$ cat src/rtl/xbus_pkg.sv
`timescale 1ns/1ps
package xbus_pkg;

  localparam int CYC_W = 9;

  typedef enum logic [2:0] {
    PH_IDLE,
    PH_ASET,
    PH_AHLD,
    PH_DATA,
    PH_GAP
  } phase_e;

  typedef enum logic [1:0] {
    WID_8   = 2'd0,
    WID_16  = 2'd1,
    WID_32  = 2'd2,
    WID_32B = 2'd3
  } width_e;

  typedef struct packed {
    logic             en;
    logic             mux;
    logic [1:0]       wid;
    logic [CYC_W-1:0] ast;
    logic [CYC_W-1:0] aht;
    logic [CYC_W-1:0] dst;
  } bank_tim_t;

  function automatic logic [CYC_W-1:0] floor_two(input logic [CYC_W-1:0] code);
    return (code == '0) ? CYC_W'(2) : code + CYC_W'(1);
  endfunction

  function automatic logic [31:0] lane_mask(input logic [1:0] wid);
    case (wid)
      WID_8:   return 32'h0000_00FF;
      WID_16:  return 32'h0000_FFFF;
      default: return 32'hFFFF_FFFF;
    endcase
  endfunction

endpackage

$ cat src/rtl/xbus_bank_sel.sv
`timescale 1ns/1ps
module xbus_bank_sel
  import xbus_pkg::*;
#(
  parameter int NB     = 4,
  parameter int AST_W  = 4,
  parameter int AHT_W  = 4,
  parameter int DST_W  = 8,
  localparam int BSEL_W = $clog2(NB)
) (
  input  logic [NB-1:0]       cfg_en,
  input  logic [NB-1:0]       cfg_mux,
  input  logic [2*NB-1:0]     cfg_wid,
  input  logic [AST_W*NB-1:0] cfg_ast,
  input  logic [AHT_W*NB-1:0] cfg_aht,
  input  logic [DST_W*NB-1:0] cfg_dst,
  input  logic [BSEL_W-1:0]   bank_i,
  output bank_tim_t           tim_o
);

  bank_tim_t tim [NB];

  for (genvar b = 0; b < NB; b++) begin : g_bank
    assign tim[b] = '{
      en:  cfg_en[b],
      mux: cfg_mux[b],
      wid: cfg_wid[2*b +: 2],
      ast: CYC_W'(cfg_ast[AST_W*b +: AST_W]) + CYC_W'(1),
      aht: floor_two(CYC_W'(cfg_aht[AHT_W*b +: AHT_W])),
      dst: floor_two(CYC_W'(cfg_dst[DST_W*b +: DST_W]))
    };
  end

  assign tim_o = tim[bank_i];

endmodule

$ cat src/rtl/xbus_seq.sv
`timescale 1ns/1ps
module xbus_seq
  import xbus_pkg::*;
#(
  parameter int NB = 4,
  parameter int AW = 28,
  parameter int DW = 32,
  localparam int BSEL_W = $clog2(NB),
  localparam int BA_W   = AW - BSEL_W
) (
  input  logic              clk,
  input  logic              rst_n,
  input  logic              req_valid,
  output logic              req_ready,
  input  logic              req_write,
  input  logic [AW-1:0]     req_addr,
  input  logic [DW-1:0]     req_wdata,
  input  bank_tim_t         tim_i,
  output logic              rsp_valid,
  input  logic              rsp_ready,
  output logic [DW-1:0]     rsp_rdata,
  output logic              rsp_err,
  input  logic [DW-1:0]     mem_din,
  output phase_e            phase_o,
  output logic [CYC_W-1:0]  cnt_o,
  output logic [BSEL_W-1:0] bank_o,
  output logic              write_o,
  output logic [BA_W-1:0]   addr_o,
  output logic [DW-1:0]     wdata_o,
  output logic              mux_o,
  output logic [1:0]        wid_o
);

  phase_e            phase_q;
  logic [CYC_W-1:0]  cnt_q, aht_q, dst_q;
  logic [BSEL_W-1:0] bank_q;
  logic              write_q, mux_q;
  logic [BA_W-1:0]   addr_q;
  logic [DW-1:0]     wdata_q;
  logic [1:0]        wid_q;
  logic              rsp_valid_q, rsp_err_q;
  logic [DW-1:0]     rsp_rdata_q;
  logic              take;

  assign req_ready = (phase_q == PH_IDLE) && !rsp_valid_q;
  assign take      = req_valid && req_ready;

  always_ff @(posedge clk or negedge rst_n) begin
    if (!rst_n) begin
      phase_q     <= PH_IDLE;
      cnt_q       <= '0;
      aht_q       <= '0;
      dst_q       <= '0;
      bank_q      <= '0;
      write_q     <= 1'b0;
      mux_q       <= 1'b0;
      addr_q      <= '0;
      wdata_q     <= '0;
      wid_q       <= '0;
      rsp_valid_q <= 1'b0;
      rsp_err_q   <= 1'b0;
      rsp_rdata_q <= '0;
    end else begin
      if (rsp_valid_q && rsp_ready) rsp_valid_q <= 1'b0;
      case (phase_q)
        PH_IDLE: begin
          if (take) begin
            bank_q  <= req_addr[AW-1 -: BSEL_W];
            addr_q  <= req_addr[BA_W-1:0];
            write_q <= req_write;
            wdata_q <= req_wdata;
            mux_q   <= tim_i.mux;
            wid_q   <= tim_i.wid;
            aht_q   <= tim_i.aht;
            dst_q   <= tim_i.dst;
            if (!tim_i.en) begin
              rsp_valid_q <= 1'b1;
              rsp_err_q   <= 1'b1;
              rsp_rdata_q <= '0;
            end else begin
              phase_q <= PH_ASET;
              cnt_q   <= tim_i.ast - CYC_W'(1);
            end
          end
        end
        PH_ASET: begin
          if (cnt_q == '0) begin
            if (mux_q) begin
              phase_q <= PH_AHLD;
              cnt_q   <= aht_q - CYC_W'(1);
            end else begin
              phase_q <= PH_DATA;
              cnt_q   <= dst_q - CYC_W'(1);
            end
          end else begin
            cnt_q <= cnt_q - CYC_W'(1);
          end
        end
        PH_AHLD: begin
          if (cnt_q == '0) begin
            phase_q <= PH_DATA;
            cnt_q   <= dst_q - CYC_W'(1);
          end else begin
            cnt_q <= cnt_q - CYC_W'(1);
          end
        end
        PH_DATA: begin
          if (cnt_q == '0) begin
            phase_q     <= PH_GAP;
            rsp_valid_q <= 1'b1;
            rsp_err_q   <= 1'b0;
            rsp_rdata_q <= write_q ? '0 : (mem_din & DW'(lane_mask(wid_q)));
          end else begin
            cnt_q <= cnt_q - CYC_W'(1);
          end
        end
        PH_GAP:  phase_q <= PH_IDLE;
        default: phase_q <= PH_IDLE;
      endcase
    end
  end

  assign rsp_valid = rsp_valid_q;
  assign rsp_err   = rsp_err_q;
  assign rsp_rdata = rsp_rdata_q;
  assign phase_o   = phase_q;
  assign cnt_o     = cnt_q;
  assign bank_o    = bank_q;
  assign write_o   = write_q;
  assign addr_o    = addr_q;
  assign wdata_o   = wdata_q;
  assign mux_o     = mux_q;
  assign wid_o     = wid_q;

  // a pending response is frozen until the host takes it
  assert_rsp_hold_R10: assert property (@(posedge clk) disable iff (!rst_n)
    (rsp_valid_q && !rsp_ready) |=> (rsp_valid_q && $stable(rsp_rdata_q) && $stable(rsp_err_q)));

  // no request is taken while a response waits
  assert_no_take_pending_R10: assert property (@(posedge clk) disable iff (!rst_n)
    rsp_valid_q |-> !take);

  // the data counter never exceeds the latched phase length
  assert_data_cnt_bound_R4: assert property (@(posedge clk) disable iff (!rst_n)
    (phase_q == PH_DATA) |-> (cnt_q < dst_q));

  // a response is raised only from the data phase or an error accept
  assert_rsp_source_R8: assert property (@(posedge clk) disable iff (!rst_n)
    $rose(rsp_valid_q) |-> ((phase_q == PH_GAP) || (phase_q == PH_IDLE && rsp_err_q)));

endmodule

$ cat src/rtl/xbus_pins.sv
`timescale 1ns/1ps
module xbus_pins
  import xbus_pkg::*;
#(
  parameter int NB   = 4,
  parameter int AW   = 28,
  parameter int DW   = 32,
  localparam int BSEL_W = $clog2(NB),
  localparam int BA_W   = AW - BSEL_W
) (
  input  logic              clk,
  input  logic              rst_n,
  input  phase_e            phase_i,
  input  logic [CYC_W-1:0]  cnt_i,
  input  logic [BSEL_W-1:0] bank_i,
  input  logic              write_i,
  input  logic [BA_W-1:0]   addr_i,
  input  logic [DW-1:0]     wdata_i,
  input  logic              mux_i,
  input  logic [1:0]        wid_i,
  output logic [NB-1:0]     mem_ne,
  output logic              mem_nadv,
  output logic              mem_noe,
  output logic              mem_nwe,
  output logic [BA_W-1:0]   mem_addr,
  output logic [DW-1:0]     mem_dout,
  output logic              mem_doe
);

  logic addr_ph, data_ph, active;

  assign addr_ph = (phase_i == PH_ASET) || (phase_i == PH_AHLD);
  assign data_ph = (phase_i == PH_DATA);
  assign active  = addr_ph || data_ph;

  for (genvar b = 0; b < NB; b++) begin : g_cs
    assign mem_ne[b] = !(active && (bank_i == BSEL_W'(b)));
  end

  always_comb begin
    case (wid_i)
      WID_8:   mem_addr = addr_i;
      WID_16:  mem_addr = addr_i >> 1;
      default: mem_addr = addr_i >> 2;
    endcase
  end

  assign mem_nadv = !((phase_i == PH_ASET) && mux_i);
  assign mem_noe  = !(data_ph && !write_i);
  assign mem_nwe  = !(data_ph && write_i && (cnt_i != '0));
  assign mem_doe  = (addr_ph && mux_i) || (data_ph && write_i);
  assign mem_dout = addr_ph ? DW'(mem_addr) : (wdata_i & DW'(lane_mask(wid_i)));

  // never more than one bank selected
  assert_one_select_R1: assert property (@(posedge clk) disable iff (!rst_n)
    $countones(~mem_ne) <= 1);

  // chip select cannot hop from one bank to another without an idle clock
  assert_no_bank_hop_R8: assert property (@(posedge clk) disable iff (!rst_n)
    (!(&mem_ne) && !$past(&mem_ne)) |-> $stable(mem_ne));

  // read and write enables are exclusive and only inside a selection
  assert_strobe_excl_R5: assert property (@(posedge clk) disable iff (!rst_n)
    !(!mem_noe && !mem_nwe));
  assert_strobe_in_cs_R6: assert property (@(posedge clk) disable iff (!rst_n)
    (!mem_noe || !mem_nwe) |-> !(&mem_ne));

  // address-valid strobe only while the address is on the data lines
  assert_adv_drives_R3: assert property (@(posedge clk) disable iff (!rst_n)
    !mem_nadv |-> (mem_doe && !(&mem_ne)));

  // write data steady while write enable is low
  assert_wdata_steady_R6: assert property (@(posedge clk) disable iff (!rst_n)
    (!mem_nwe && $past(!mem_nwe)) |-> $stable(mem_dout));

  // write enable rises before the chip select is released
  assert_nwe_rise_in_cs_R6: assert property (@(posedge clk) disable iff (!rst_n)
    $rose(mem_nwe) |-> (!(&mem_ne) && mem_doe));

endmodule

$ cat src/rtl/xbus_ctrl.sv
`timescale 1ns/1ps
module xbus_ctrl
  import xbus_pkg::*;
#(
  parameter int NB    = 4,
  parameter int AW    = 28,
  parameter int DW    = 32,
  parameter int AST_W = 4,
  parameter int AHT_W = 4,
  parameter int DST_W = 8,
  localparam int BSEL_W = $clog2(NB),
  localparam int BA_W   = AW - BSEL_W
) (
  input  logic                clk,
  input  logic                rst_n,
  input  logic [NB-1:0]       cfg_en,
  input  logic [NB-1:0]       cfg_mux,
  input  logic [2*NB-1:0]     cfg_wid,
  input  logic [AST_W*NB-1:0] cfg_ast,
  input  logic [AHT_W*NB-1:0] cfg_aht,
  input  logic [DST_W*NB-1:0] cfg_dst,
  input  logic                req_valid,
  output logic                req_ready,
  input  logic                req_write,
  input  logic [AW-1:0]       req_addr,
  input  logic [DW-1:0]       req_wdata,
  output logic                rsp_valid,
  input  logic                rsp_ready,
  output logic [DW-1:0]       rsp_rdata,
  output logic                rsp_err,
  output logic [NB-1:0]       mem_ne,
  output logic                mem_nadv,
  output logic                mem_noe,
  output logic                mem_nwe,
  output logic [BA_W-1:0]     mem_addr,
  output logic [DW-1:0]       mem_dout,
  output logic                mem_doe,
  input  logic [DW-1:0]       mem_din
);

  bank_tim_t         tim;
  phase_e            phase;
  logic [CYC_W-1:0]  cnt;
  logic [BSEL_W-1:0] bank;
  logic              wr, mux;
  logic [BA_W-1:0]   baddr;
  logic [DW-1:0]     wdata;
  logic [1:0]        wid;

  xbus_bank_sel #(.NB(NB), .AST_W(AST_W), .AHT_W(AHT_W), .DST_W(DST_W)) u_sel (
    .cfg_en (cfg_en),
    .cfg_mux(cfg_mux),
    .cfg_wid(cfg_wid),
    .cfg_ast(cfg_ast),
    .cfg_aht(cfg_aht),
    .cfg_dst(cfg_dst),
    .bank_i (req_addr[AW-1 -: BSEL_W]),
    .tim_o  (tim)
  );

  xbus_seq #(.NB(NB), .AW(AW), .DW(DW)) u_seq (
    .clk      (clk),
    .rst_n    (rst_n),
    .req_valid(req_valid),
    .req_ready(req_ready),
    .req_write(req_write),
    .req_addr (req_addr),
    .req_wdata(req_wdata),
    .tim_i    (tim),
    .rsp_valid(rsp_valid),
    .rsp_ready(rsp_ready),
    .rsp_rdata(rsp_rdata),
    .rsp_err  (rsp_err),
    .mem_din  (mem_din),
    .phase_o  (phase),
    .cnt_o    (cnt),
    .bank_o   (bank),
    .write_o  (wr),
    .addr_o   (baddr),
    .wdata_o  (wdata),
    .mux_o    (mux),
    .wid_o    (wid)
  );

  xbus_pins #(.NB(NB), .AW(AW), .DW(DW)) u_pins (
    .clk     (clk),
    .rst_n   (rst_n),
    .phase_i (phase),
    .cnt_i   (cnt),
    .bank_i  (bank),
    .write_i (wr),
    .addr_i  (baddr),
    .wdata_i (wdata),
    .mux_i   (mux),
    .wid_i   (wid),
    .mem_ne  (mem_ne),
    .mem_nadv(mem_nadv),
    .mem_noe (mem_noe),
    .mem_nwe (mem_nwe),
    .mem_addr(mem_addr),
    .mem_dout(mem_dout),
    .mem_doe (mem_doe)
  );

  // a disabled bank never opens a chip select
  assert_disabled_quiet_R9: assert property (@(posedge clk) disable iff (!rst_n)
    (rsp_valid && rsp_err) |-> (&mem_ne && mem_noe && mem_nwe && mem_nadv));

endmodule

$ cat config.mk
export PLATFORM = sky130hd
export DESIGN_NAME = xbus_ctrl
export DESIGN_NICKNAME = d
export VERILOG_FILES = /design/src/rtl/xbus_pkg.sv /design/src/rtl/xbus_bank_sel.sv /design/src/rtl/xbus_seq.sv /design/src/rtl/xbus_pins.sv /design/src/rtl/xbus_ctrl.sv
export SDC_FILE = /design/constraint.sdc
export NUM_CORES = 1
export LEC_CHECK = 0
export BUFFER_PORTS_ARGS = -buffer_cell sky130_fd_sc_hd__buf_4
export CAP_MARGIN = 10
export CORE_MARGIN = 4
export CORE_UTILIZATION = 55
export DETAILED_ROUTE_END_ITERATION = 12
export PLACE_DENSITY = 0.85
export SLEW_MARGIN = 20
export SYNTH_ARGS = -nofsm -noshare
export SYNTH_HDL_FRONTEND = slang
export SYNTH_HIERARCHICAL = 1
export SYNTH_SLANG_ARGS = --single-unit
$ cat constraint.sdc
create_clock -name clk -period 5.27 [get_ports clk]
set_input_delay 0.2635 -clock clk [delete_from_list [all_inputs] [get_ports clk]]
set_output_delay 0.2635 -clock clk [all_outputs]
set_load 0.02 [all_outputs]
==> qor.txt, run 1 <==
Critical Path RT -> 5010 ps
Row Count -> 46
cells after synthesis -> 934
maximum clock frequency -> 277 MHz
maximum vdd drop -> 421 µV
RSZ-0062 raised after global routing -> false
max_cap viols -> 0
number of synthesized flops with an enable pin -> 0
core area -> 15,900 µm²
CP Data Arrival Time -> 3350 ps
mapped cell area -> 8970 µm²
max-slew violation count -> 0
ys async rst share -> 1.00
Setup crit end kind -> output port
sequential area share after synthesis -> 0.357
layout cells sized above 1 -> 0.378
initial antenna violation count -> 0
n_diodes -> 0
worst r2r dst -> u_seq/rsp_rdata[16]
fin nets -> 1,380
Hold Crit Start -> rsp_ready
Pwr Density -> 540 nW/µm²
Crit Path Category -> reg2out
total clock buffers created by CTS -> 17
drt drc -> 0
reg-to-reg slack, setup -> 1920 ps
final hold viol count -> 0
Yosys reg bits -> 128
fillcell total -> 1,224
WL final -> 26,400 µm
Die ar. -> 18,400 µm²
Worst Tran Pin Value -> 1040 ps
crit-path max FO -> 27
ANT nets after route -> 0
status -> completed
fin crit share -> 0.685
Tmin final -> 3610 ps
CTS tree -> yes
area delta synth->final -> 28.7%
M2 GR Usage -> 0.480
total track usage -> 0.280
# H-tree levels -> 4
clk buf depth -> 2
global-route wire length before repair -> 40,900 µm
Ports -> 278
Starting DRT DRC Count -> 565
Hold Path Class -> in2reg
final setup fails -> 0
R2R Path Start -> u_seq/phase_o[0]
utilization after layout -> 0.725
largest net degree at the start of global routing -> 86
vias per cell -> 5.87
number of global-route vias before repair -> 8,171
Initial Util -> 0.563
storage element area -> 3200 µm²
Post-DP HPWL -> 19,700 µm
most common library cell in the layout ignoring fill and taps -> buf_4
Slew headroom -> 0.303
most frequent cells in the layout -> 283 x buf_4, 127 x dfrtp_1, 89 x nand2_1
worst-skew pair later-pin latency -> 420 ps
clk sinks -> 128
GP Congestion -> 0.953
Leak Pwr -> 0.00535 µW
WHS Endpoint -> u_seq/rsp_valid
synth warn -> 6
main flop type after synthesis -> dfrtp_1
Critical Path Start -> u_seq/phase_o[0]
Setup TNS -> 0 ps
distinct cell type count after synthesis -> 75
grt met1 use -> 0.352
Syn Area/Cell -> 9.61 µm²
wire per inst -> 18.8 µm
Startpoint Class -> flop
busiest grt layer -> met2
DR pass1 iterations -> 5
Reg clk slew, reported paths -> 60 ps
GRT met3 Usage -> 0.0539
hold path depth -> 2
routed vias -> 8,265
Clock Skews -> 12.6 ps
Die Ht -> 136 µm
GR Overflow Total -> 0
Root Buffer -> clkbuf_16
die width -> 136 µm
R2R cell count -> 5
I/O Buffers -> 277
multi-input gate area in the final layout -> 5270 µm²
## synthesized netlist by cell type, drive strengths merged, types with 3 or more instances
| cell type | number | share of area |
|---|---|---|
| nor2b | 51 | 0.036 |
| o41ai | 3 | 0.0050 |
| ha | 24 | 0.033 |
| nand3b | 5 | 0.0042 |
| nor4 | 11 | 0.0077 |
| nand4b | 4 | 0.0039 |
| or3 | 4 | 0.0028 |
| or2 | 5 | 0.0035 |
| o31ai | 27 | 0.036 |
| a31oi | 3 | 0.0021 |
| or3b | 3 | 0.0029 |
| mux4 | 9 | 0.023 |
| a22o | 3 | 0.0029 |
| nand2 | 90 | 0.038 |
| o221ai | 12 | 0.012 |
| xor2 | 26 | 0.025 |
| o211ai | 20 | 0.017 |
| mux2 | 83 | 0.10 |
| xnor2 | 32 | 0.032 |
| clkbuf | 29 | 0.018 |
| o21ai | 29 | 0.017 |
| dfrtp | 128 | 0.36 |
| nand3 | 63 | 0.035 |
| o21a | 11 | 0.010 |
| a21oi | 16 | 0.0089 |
| and2 | 6 | 0.0043 |
| nand4 | 9 | 0.0063 |
| a21o | 4 | 0.0033 |
| inv | 33 | 0.014 |
| and3 | 10 | 0.0075 |
| o22ai | 14 | 0.011 |
| or4 | 7 | 0.0063 |
| nor2 | 61 | 0.026 |
| buf | 36 | 0.030 |
| nor3 | 10 | 0.0056 |
| a211oi | 24 | 0.020 |
## layout make-up
type | count | area share
flip-flops and latches | 128 | 0.277
well taps | 216 | 0.0234
clock buffers | 20 | 0.0387
clock inverters | 12 | 0.00942
multi-input cells | 715 | 0.456
inverters | 33 | 0.0107
repair buffers | 284 | 0.185
## stage by stage
step	setup slack [ps]	total power [µW]	cells	instance area, µm²	hold slack [ps]
after floorplan	2760	3860	941	9000	-32.1
after global placement	2100	5020	1375	11000	409
after detailed placement	1900	5100	1375	11000	418
after CTS	1660	6250	1408	11500	46.3
after global routing	1510	6580	1408	11600	52.1
final	1660	6250	1408	11600	58.6
## where the power goes
part / switching [µW] / internal [µW] / leakage (µW) / total [µW]
Combinational: 1850 / 1540 / 0.00348 / 3380
Clock: 444 / 662 / 0.000271 / 1110
Sequential: 397 / 1360 / 0.00160 / 1750
Total: 2690 / 3560 / 0.00535 / 6250
## how the worst max path moves through the flow
stage	to	slack [ps]	cells after the start
after CTS	mem_dout[25]	1660	6
after floorplan	u_seq/addr_o[0]	2760	6
after detailed placement	u_seq/rsp_err	1900	5
after global placement	u_seq/rsp_err	2100	5
after global routing	mem_dout[25]	1510	6
final	mem_dout[25]	1660	6
## layer usage
metal	vias up	part of all wire	routed length, µm
met3	64	0.080	2100
li1	3874	-	-
met2	408	0.49	13000
met5	-	0	0
met4	0	0.029	771
met1	3919	0.40	10500
## registers in the layout, indices dropped and copies added (netlist names), 2 cells and up
register	cells
u_seq/wdata_o	32
u_seq/bank_o	2
u_seq/rsp_rdata	32
u_seq/dst_q	9
u_seq/addr_o	26
u_seq/aht_q	9
u_seq/wid_o	2
u_seq/cnt_o	9
u_seq/phase_o	3
## kinds of logic (layout without fill, tap and decap cells)
logic type      after synthesis  count (layout)  synth area share
buf+inv                      98             349            0.0612
simple gates                348             348             0.199
fa+ha+maj                    24              24            0.0335
other cells                   1               8          0.000418
flops                       128             128             0.357
mux                          94              94             0.129
compound gates              183             183             0.163
xor+xnor                     58              58            0.0574
## worst max-delay path, stage by stage, from the launching register on
cell	delay, ps
dfrtp_1	670
xnor2_2	160
buf_4	300
or2_1	850
buf_4	380
mux2_1	360
buf_4	170
## timing repair
| action | in CTS | in global routing |
|---|---|---|
| gates resized for setup | 0 | 0 |
| setup buffers | 0 | 0 |
| hold buffers | 1 | 0 |
| endpoints found under the setup margin | 0 | 0 |
| hold endpoints to repair | 65 | 0 |
(Power assumes the default switching activity.)
==> inputs of run 2 (changes only) <==
--- a/config.mk
+++ b/config.mk
@@ -5,12 +5,13 @@
 export SDC_FILE = /design/constraint.sdc
 export NUM_CORES = 1
 export LEC_CHECK = 0
+export ABC_AREA = 1
 export BUFFER_PORTS_ARGS = -buffer_cell sky130_fd_sc_hd__buf_4
 export CAP_MARGIN = 10
 export CORE_MARGIN = 4
-export CORE_UTILIZATION = 55
+export CORE_UTILIZATION = 48
 export DETAILED_ROUTE_END_ITERATION = 12
-export PLACE_DENSITY = 0.85
+export PLACE_DENSITY = 0.78
 export SLEW_MARGIN = 20
 export SYNTH_ARGS = -nofsm -noshare
 export SYNTH_HDL_FRONTEND = slang
==> constraint.sdc (replaced) <==
create_clock -name clk -period 3.3 [get_ports clk]
set_input_delay 0.165 -clock clk [delete_from_list [all_inputs] [get_ports clk]]
set_output_delay 0.165 -clock clk [all_outputs]
set_load 0.02 [all_outputs]
==> run 2 against run 1 <==
  * Hold slack got worse by 36 ps
  * Core utilization decreased by 4.9 points
  * Critical path depth unchanged
  * Routed wire length increased by 21%
  * Largest cell class unchanged
  * Highest routed layer unchanged
==> qor.txt, run 2 <==
status -> completed (unchanged)
worst-path cell chain -> nand2_1, nand3_4, inv_4, nand2_1, nand2_1, buf_4 (was xnor2_2, buf_4, or2_1, buf_4, mux2_1, buf_4)
Setup Buffers After CTS -> 0 (unchanged)
Worst Tran Pin Value -> 1100 ps (was 1040 ps)
GP Congestion -> 0.931 (was 0.953)
Startpoint Class -> flop (unchanged)
most frequent CP cell -> nand2_1 (was buf_4)
reg-to-reg slack, setup -> 980 ps (was 1920 ps)
WP depth -> 6 (unchanged)
total clock buffers created by CTS -> 17 (unchanged)
R2R Path Start -> u_seq/phase_o[0] (unchanged)
clk buf depth -> 2 (unchanged)
Setup TNS -> 0 ps (unchanged)
Clock Skews -> 12.1 ps (was 12.6 ps)
fin crit share -> 0.743
CP max-delay cell -> dfrtp_1 (was or2_1)
Slew headroom -> 0.266 (was 0.303)
clk sinks -> 128 (unchanged)
RSZ-0062 raised after global routing -> false (unchanged)
CTS tree -> yes (unchanged)
synth warn -> 6 (unchanged)
number of synthesized flops with an enable pin -> 0 (unchanged)
Row Count -> 50 (was 46)
Hold Path Class -> in2reg (unchanged)
Crit Path Category -> reg2out (unchanged)
max_cap viols -> 0 (unchanged)
die width -> 147 µm (was 136 µm)
mapped cell area -> 9300 µm² (was 8970 µm²)
initial antenna violation count -> 1 (was 0)
Post-DP HPWL -> 22,300 µm (was 19,700 µm)
Root Buffer -> clkbuf_16 (unchanged)
sequential area share after synthesis -> 0.344 (was 0.357)
fin nets -> 1,922 (was 1,380)
layout cells sized above 1 -> 0.221 (was 0.378)
Syn Area/Cell -> 6.67 µm² (was 9.61 µm²)
pre-CTS setup slack -> 837 ps (was 1900 ps)
Tmin final -> 2450 ps
wire per inst -> 16.0 µm (was 18.8 µm)
worst-skew pair later-pin latency -> 420 ps (about the same)
Buf/Inv on CP -> 2 (was 3)
CP Data Arrival Time -> 2290 ps (was 3350 ps)
final total power -> 4670 µW (was 6250 µW)
Yosys reg bits -> 128 (unchanged)
DR pass1 iterations -> 5 (unchanged)
Area contributors post-synth -> dfrtp_1 34%, nand2_1 24%, nand3_1 8.2% (was dfrtp_1 36%, mux2_2 10%, nand2_1 3.8%)
area delta synth->final -> 37.4% (was 28.7%)
Starting DRT DRC Count -> 870 (was 565)
delay-heaviest family, CP -> simple AND/OR/NAND/NOR gates (was buffers and inverters)
max-slew violation count -> 0 (unchanged)
total track usage -> 0.290 (was 0.280)
global-route wire length before repair -> 51,400 µm (was 40,900 µm)
number of global-route vias before repair -> 10,400 (was 8,171)
fillcell total -> 1,600 (was 1,224)
Leak Pwr -> 0.00688 µW (was 0.00535 µW)
Die ar. -> 21,700 µm² (was 18,400 µm²)
maximum vdd drop -> 292 µV (was 421 µV)
Synth area leader -> dfrtp_1 (unchanged)
most common library cell in the layout ignoring fill and taps -> nand2_1 (was buf_4)
Hold Crit Start -> mem_din[16] (was rsp_ready)
count leader, synth -> nand2_1 (was dfrtp_1)
# H-tree levels -> 4 (unchanged)
drt drc -> 0 (unchanged)
ys async rst share -> 1.00 (unchanged)
Initial Util -> 0.492 (was 0.563)
cells after synthesis -> 1,394 (was 934)
GR Overflow Total -> 0 (unchanged)
Ports -> 278 (unchanged)
WL final -> 32,000 µm (was 26,400 µm)
most frequent cells in the layout -> 585 x nand2_1, 285 x buf_4, 153 x nand3_1 (was 283 x buf_4, 127 x dfrtp_1, 89 x nand2_1)
core area -> 18,900 µm² (was 15,900 µm²)
hold path depth -> 3 (was 2)
Post-synth top cells -> 585 x nand2_1, 153 x nand3_1, 128 x dfrtp_1, 103 x inv_1, 94 x nor2_1 (was 128 x dfrtp_1, 90 x nand2_1, 82 x mux2_2, 63 x nand3_1, 61 x nor2_1)
final hold viol count -> 0 (unchanged)
routed vias -> 10,600 (was 8,265)
I/O Buffers -> 277 (unchanged)
WHS Endpoint -> u_seq/rsp_rdata[16] (was u_seq/rsp_valid)
worst r2r dst -> u_seq/wdata_o[24] (was u_seq/rsp_rdata[16])
Setup crit end kind -> output port (unchanged)
distinct cell type count after synthesis -> 41 (was 75)
storage element area -> 3200 µm² (unchanged)
Post-Layout Cell Count -> 1,995 (was 1,408)
crit-path max FO -> 33 (was 27)
Reg clk slew, reported paths -> 60 ps (about the same)
main flop type after synthesis -> dfrtp_1 (unchanged)
vias per cell -> 5.31 (was 5.87)
slowest stage delay, CP -> 470 ps (was 850 ps)
Pwr Density -> 366 nW/µm² (was 540 nW/µm²)
Placed Cells -> 1,882 (was 1,375)
# hold bufs at CTS -> 80 (was 1)
CTS resizes -> 0 (unchanged)
multi-input gate area in the final layout -> 5210 µm² (was 5270 µm²)
ANT nets after route -> 0 (unchanged)
largest net degree at the start of global routing -> 79 (was 86)
final setup fails -> 0 (unchanged)
R2R cell count -> 6 (was 5)
Critical Path RT -> 3130 ps (was 5010 ps)
maximum clock frequency -> 408 MHz
share of the synthesized area in the top cell type -> 0.344 (was 0.357)
final worst slack -> 848 ps (was 1660 ps)
Die Ht -> 147 µm (was 136 µm)
==> run 2: cell count changes after synthesis, moves of 20 or more <==
cell	before	now
a211oi_1	24	0
inv_1	33	103
mux2_2	82	0
nand2_1	90	585
nand3_1	63	153
nand3_2	0	21
nor2_1	61	94
nor2b_1	51	0
o21ai_1	0	50
o31ai_2	24	1
xnor2_1	31	7
xor2_1	26	6
==> run 2: logic make-up (layout without fill, tap and decap cells) <==
group	Yosys count	count (layout)	synth area share
xor gates and xnor gates	13	13	0.0122
buffers and inverters	180	513	0.0981
other	1	9	0.000403
AOI/OAI and AO/OA	139	139	0.0857
and+or+nand+nor	909	909	0.427
DFF	128	128	0.344
adders and majority gates	24	24	0.0323
==> run 2: stage by stage <==
stage                     hold WS (ps)  area (µm²)  utilization
final                             22.6       12800        0.676
after global routing              40.1       12800        0.676
after CTS                         2.14       12800        0.676
after detailed placement           305       11300        0.600
after global placement             311       11300        0.600
after floorplan                   -131        9330            -
==> run 2: final cells by class <==
type,instances,share of cell area
antenna,1,0.000196
inverter,115,0.0343
clock buffer,17,0.0333
multi-input combinational,1093,0.408
sequential,128,0.251
clock inverter,15,0.0163
timing repair buffer,366,0.232
tap,260,0.0255
==> run 2: worst max path at each step <==
stage | endpoint | start | slack [ps]
after floorplan | u_seq/cnt_o[8] | req_addr[26] | 1590
after global placement | u_seq/cnt_o[0] | req_addr[26] | 920
after detailed placement | u_seq/cnt_o[0] | req_addr[26] | 840
after CTS | mem_doe | u_seq/phase_o[0] | 890
after global routing | mem_dout[22] | u_seq/wid_o[1] | 720
final | mem_dout[14] | u_seq/phase_o[0] | 850
==> run 2: routing by layer <==
metal	track usage	routed length (µm)
met5	0	0
met4	0.147	1540
met3	0.0509	2100
met2	0.515	16200
met1	0.335	12100
==> run 2: power by group <==
group | internal (µW) | switching, µW | leakage (µW)
registers | 1630 | 51.2 | 0.00162
clock network | 1270 | 749 | 0.000309
logic | 429 | 542 | 0.00494
==> run 2: tightest hold or removal path, delay by kind of cell <==
kind            cells  cell delay [ps]
compound gates      1               60
buf+inv             1              110
simple gates        1               60
==> inputs of run 3 (changes only) <==
--- a/config.mk
+++ b/config.mk
@@ -5,13 +5,13 @@
 export SDC_FILE = /design/constraint.sdc
 export NUM_CORES = 1
 export LEC_CHECK = 0
-export ABC_AREA = 1
+export ABC_AREA = 0
 export BUFFER_PORTS_ARGS = -buffer_cell sky130_fd_sc_hd__buf_4
 export CAP_MARGIN = 10
 export CORE_MARGIN = 4
-export CORE_UTILIZATION = 48
+export CORE_UTILIZATION = 53
 export DETAILED_ROUTE_END_ITERATION = 12
-export PLACE_DENSITY = 0.78
+export PLACE_DENSITY = 0.82
 export SLEW_MARGIN = 20
 export SYNTH_ARGS = -nofsm -noshare
 export SYNTH_HDL_FRONTEND = slang
==> constraint.sdc (replaced) <==
create_clock -name clk -period 2.48 [get_ports clk]
set_input_delay 0.124 -clock clk [delete_from_list [all_inputs] [get_ports clk]]
set_output_delay 0.124 -clock clk [all_outputs]
set_load 0.02 [all_outputs]
==> run 3 against run 2 <==
  * First-iteration DRC count down 29%
  * Sequential power is 120% higher
  * Non-clock buffer count increased by 33
  * Die area is 12% lower
  * Sequential share of layout area about the same
  * Routed wire length decreased by 2.6%
  * Largest cell class unchanged
==> qor.txt, run 3 (synthesized netlist as in run 1, its figures left out) <==
max-slew violation count -> 0 (unchanged)
Critical Path RT -> 2780 ps (was 3130 ps)
WL final -> 31,100 µm (was 32,000 µm)
Post-DP HPWL -> 20,400 µm (was 22,300 µm)
sequential power share -> 0.262 (was 0.359)
most common library cell in the layout ignoring fill and taps -> buf_4 (was nand2_1)
Slew headroom -> 0.580 (was 0.266)
CP Data Arrival Time -> 2690 ps (was 2290 ps)
Final Cell Area -> 12,800 µm² (unchanged)
fin nets -> 1,495 (was 1,922)
status -> completed (unchanged)
Met3 Wirelength -> 2360 µm (was 2100 µm)
Ports -> 278 (unchanged)
Pwr Density -> 1120 nW/µm² (was 366 nW/µm²)
fin crit share -> 0.963
maximum clock frequency -> 419 MHz
crit-path max FO -> 9 (was 33)
Root Buffer -> clkbuf_16 (unchanged)
number of global-route vias before repair -> 9,229 (was 10,400)
CTS tree -> yes (unchanged)
Setup crit end kind -> flop (was output port)
GR Overflow Total -> 0 (unchanged)
sw power -> 6170 µW (was 1340 µW)
area post-placement -> 11,200 µm² (was 11,300 µm²)
Setup Buffers After CTS -> 0 (unchanged)
met2 routed WL -> 15,200 µm (was 16,200 µm)
Hold Path Class -> in2reg (unchanged)
wire per inst -> 20.4 µm (was 16.0 µm)
Initial Util -> 0.541 (was 0.492)
Die ar. -> 19,100 µm² (was 21,700 µm²)
GP Congestion -> 0.950 (was 0.931)
total clock buffers created by CTS -> 17 (unchanged)
vias per cell -> 5.92 (was 5.31)
Highest Signal Layer -> met4 (unchanged)
drt drc -> 0 (unchanged)
core area -> 16,600 µm² (was 18,900 µm²)
Die Ht -> 138 µm (was 147 µm)
initial antenna violation count -> 1 (unchanged)
ANT nets after route -> 0 (unchanged)
# H-tree levels -> 4 (unchanged)
clk sinks -> 128 (unchanged)
Reg clk slew, reported paths -> 60 ps (about the same)
routed vias -> 9,046 (was 10,600)
Clock Skews -> 17.2 ps (was 12.1 ps)
clk buf depth -> 2 (unchanged)
Leak Pwr -> 0.00591 µW (was 0.00688 µW)
I/O Buffers -> 277 (unchanged)
die width -> 138 µm (was 147 µm)
Starting DRT DRC Count -> 621 (was 870)
Tmin final -> 2390 ps
area delta synth->final -> 42.3% (was 37.4%)
fillcell total -> 1,011 (was 1,600)
max_cap viols -> 0 (unchanged)
switch share -> 0.433 (was 0.287)
largest net degree at the start of global routing -> 75 (was 79)
layout cells sized above 1 -> 0.363 (was 0.221)
RSZ-0062 raised after global routing -> false (unchanged)
internal power -> 8090 µW (was 3330 µW)
Setup TNS -> 0 ps (unchanged)
Logic pwr share -> 0.550 (was 0.208)
final hold viol count -> 0 (unchanged)
Startpoint Class -> flop (unchanged)
Crit Path Category -> reg2reg (was reg2out)
maximum vdd drop -> 663 µV (was 292 µV)
Worst Tran Pin Value -> 630 ps (was 1100 ps)
Row Count -> 47 (was 50)
final setup fails -> 0 (unchanged)
power share of the clock group -> 0.188 (was 0.433)
most frequent cells in the layout -> 302 x buf_4, 127 x dfrtp_1, 93 x dlygate4sd3_1 (was 585 x nand2_1, 285 x buf_4, 153 x nand3_1)
global-route wire length before repair -> 50,100 µm (was 51,400 µm)
DR pass1 iterations -> 6 (was 5)
wire length on met1 -> 12,400 µm (was 12,100 µm)
worst-skew pair later-pin latency -> 430 ps (was 420 ps)
total track usage -> 0.322 (was 0.290)
## run 3: routing by layer
layer / vias to the layer above / track usage
li1: 4091 / -
met1: 4359 / 0.408
met2: 513 / 0.535
met3: 83 / 0.0708
met4: 0 / 0.136
met5: - / 0
## run 3: through the flow
step	power [µW]	hold WS (ps)	setup slack (ps)	util	instances
global route	14900	174	24.0	0.770	1528
detailed placement	11100	140	29.7	0.676	1402
finish	14300	140	90.7	0.770	1528
global placement	10900	135	96.9	0.676	1402
CTS	13900	139	52.0	0.770	1527
floorplan	8210	-172	172	-	941
## run 3: worst paths after layout
kind	start	to	slack (ps)	depth (start not counted)
min in group asynchronous	rst_n	u_seq/wdata_o[13]	230	2
setup reg to reg	u_seq/cnt_o[0]	u_seq/cnt_o[8]	90	7
max in group asynchronous	rst_n	u_seq/rsp_rdata[10]	1420	3
hold reg to reg	u_seq/rsp_rdata[15]	u_seq/rsp_rdata[15]	470	2
setup / recovery	u_seq/cnt_o[0]	u_seq/cnt_o[8]	90	7
hold / removal	req_addr[26]	u_seq/bank_o[0]	140	2
## run 3: timing repair
action | CTS | global route
endpoints found under the hold margin | 129 | 0
hold buffers | 93 | 0
endpoints found under the setup margin | 0 | 7
resized for setup | 0 | 3
## run 3: critical path, cell delays in order, from the launching register on
cell and delay, ps:
dfrtp_1 440, inv_1 110, ha_1 200, or4b_4 550, o21ai_0 300, and2_2 260, a32oi_1 130, a211o_1 290
## run 3: final cells by class
type | count | area [µm²] | area share
antenna | 1 | 2.50 | 0.000196
clock buffer | 20 | 437 | 0.0342
clock inverter | 12 | 181 | 0.0142
inverter | 33 | 124 | 0.00970
multi-input combinational | 715 | 5270 | 0.412
sequential | 128 | 3210 | 0.251
tap | 220 | 275 | 0.0215
timing repair buffer | 399 | 3280 | 0.257
## run 3: power by group through the flow
stage	clock network, µW	registers [µW]	logic [µW]
final	2680	3730	7840
after global routing	2800	3830	8290
after detailed placement	0	3650	7440
after CTS	2670	3640	7620
after floorplan	0	3450	4760
after global placement	0	3600	7320
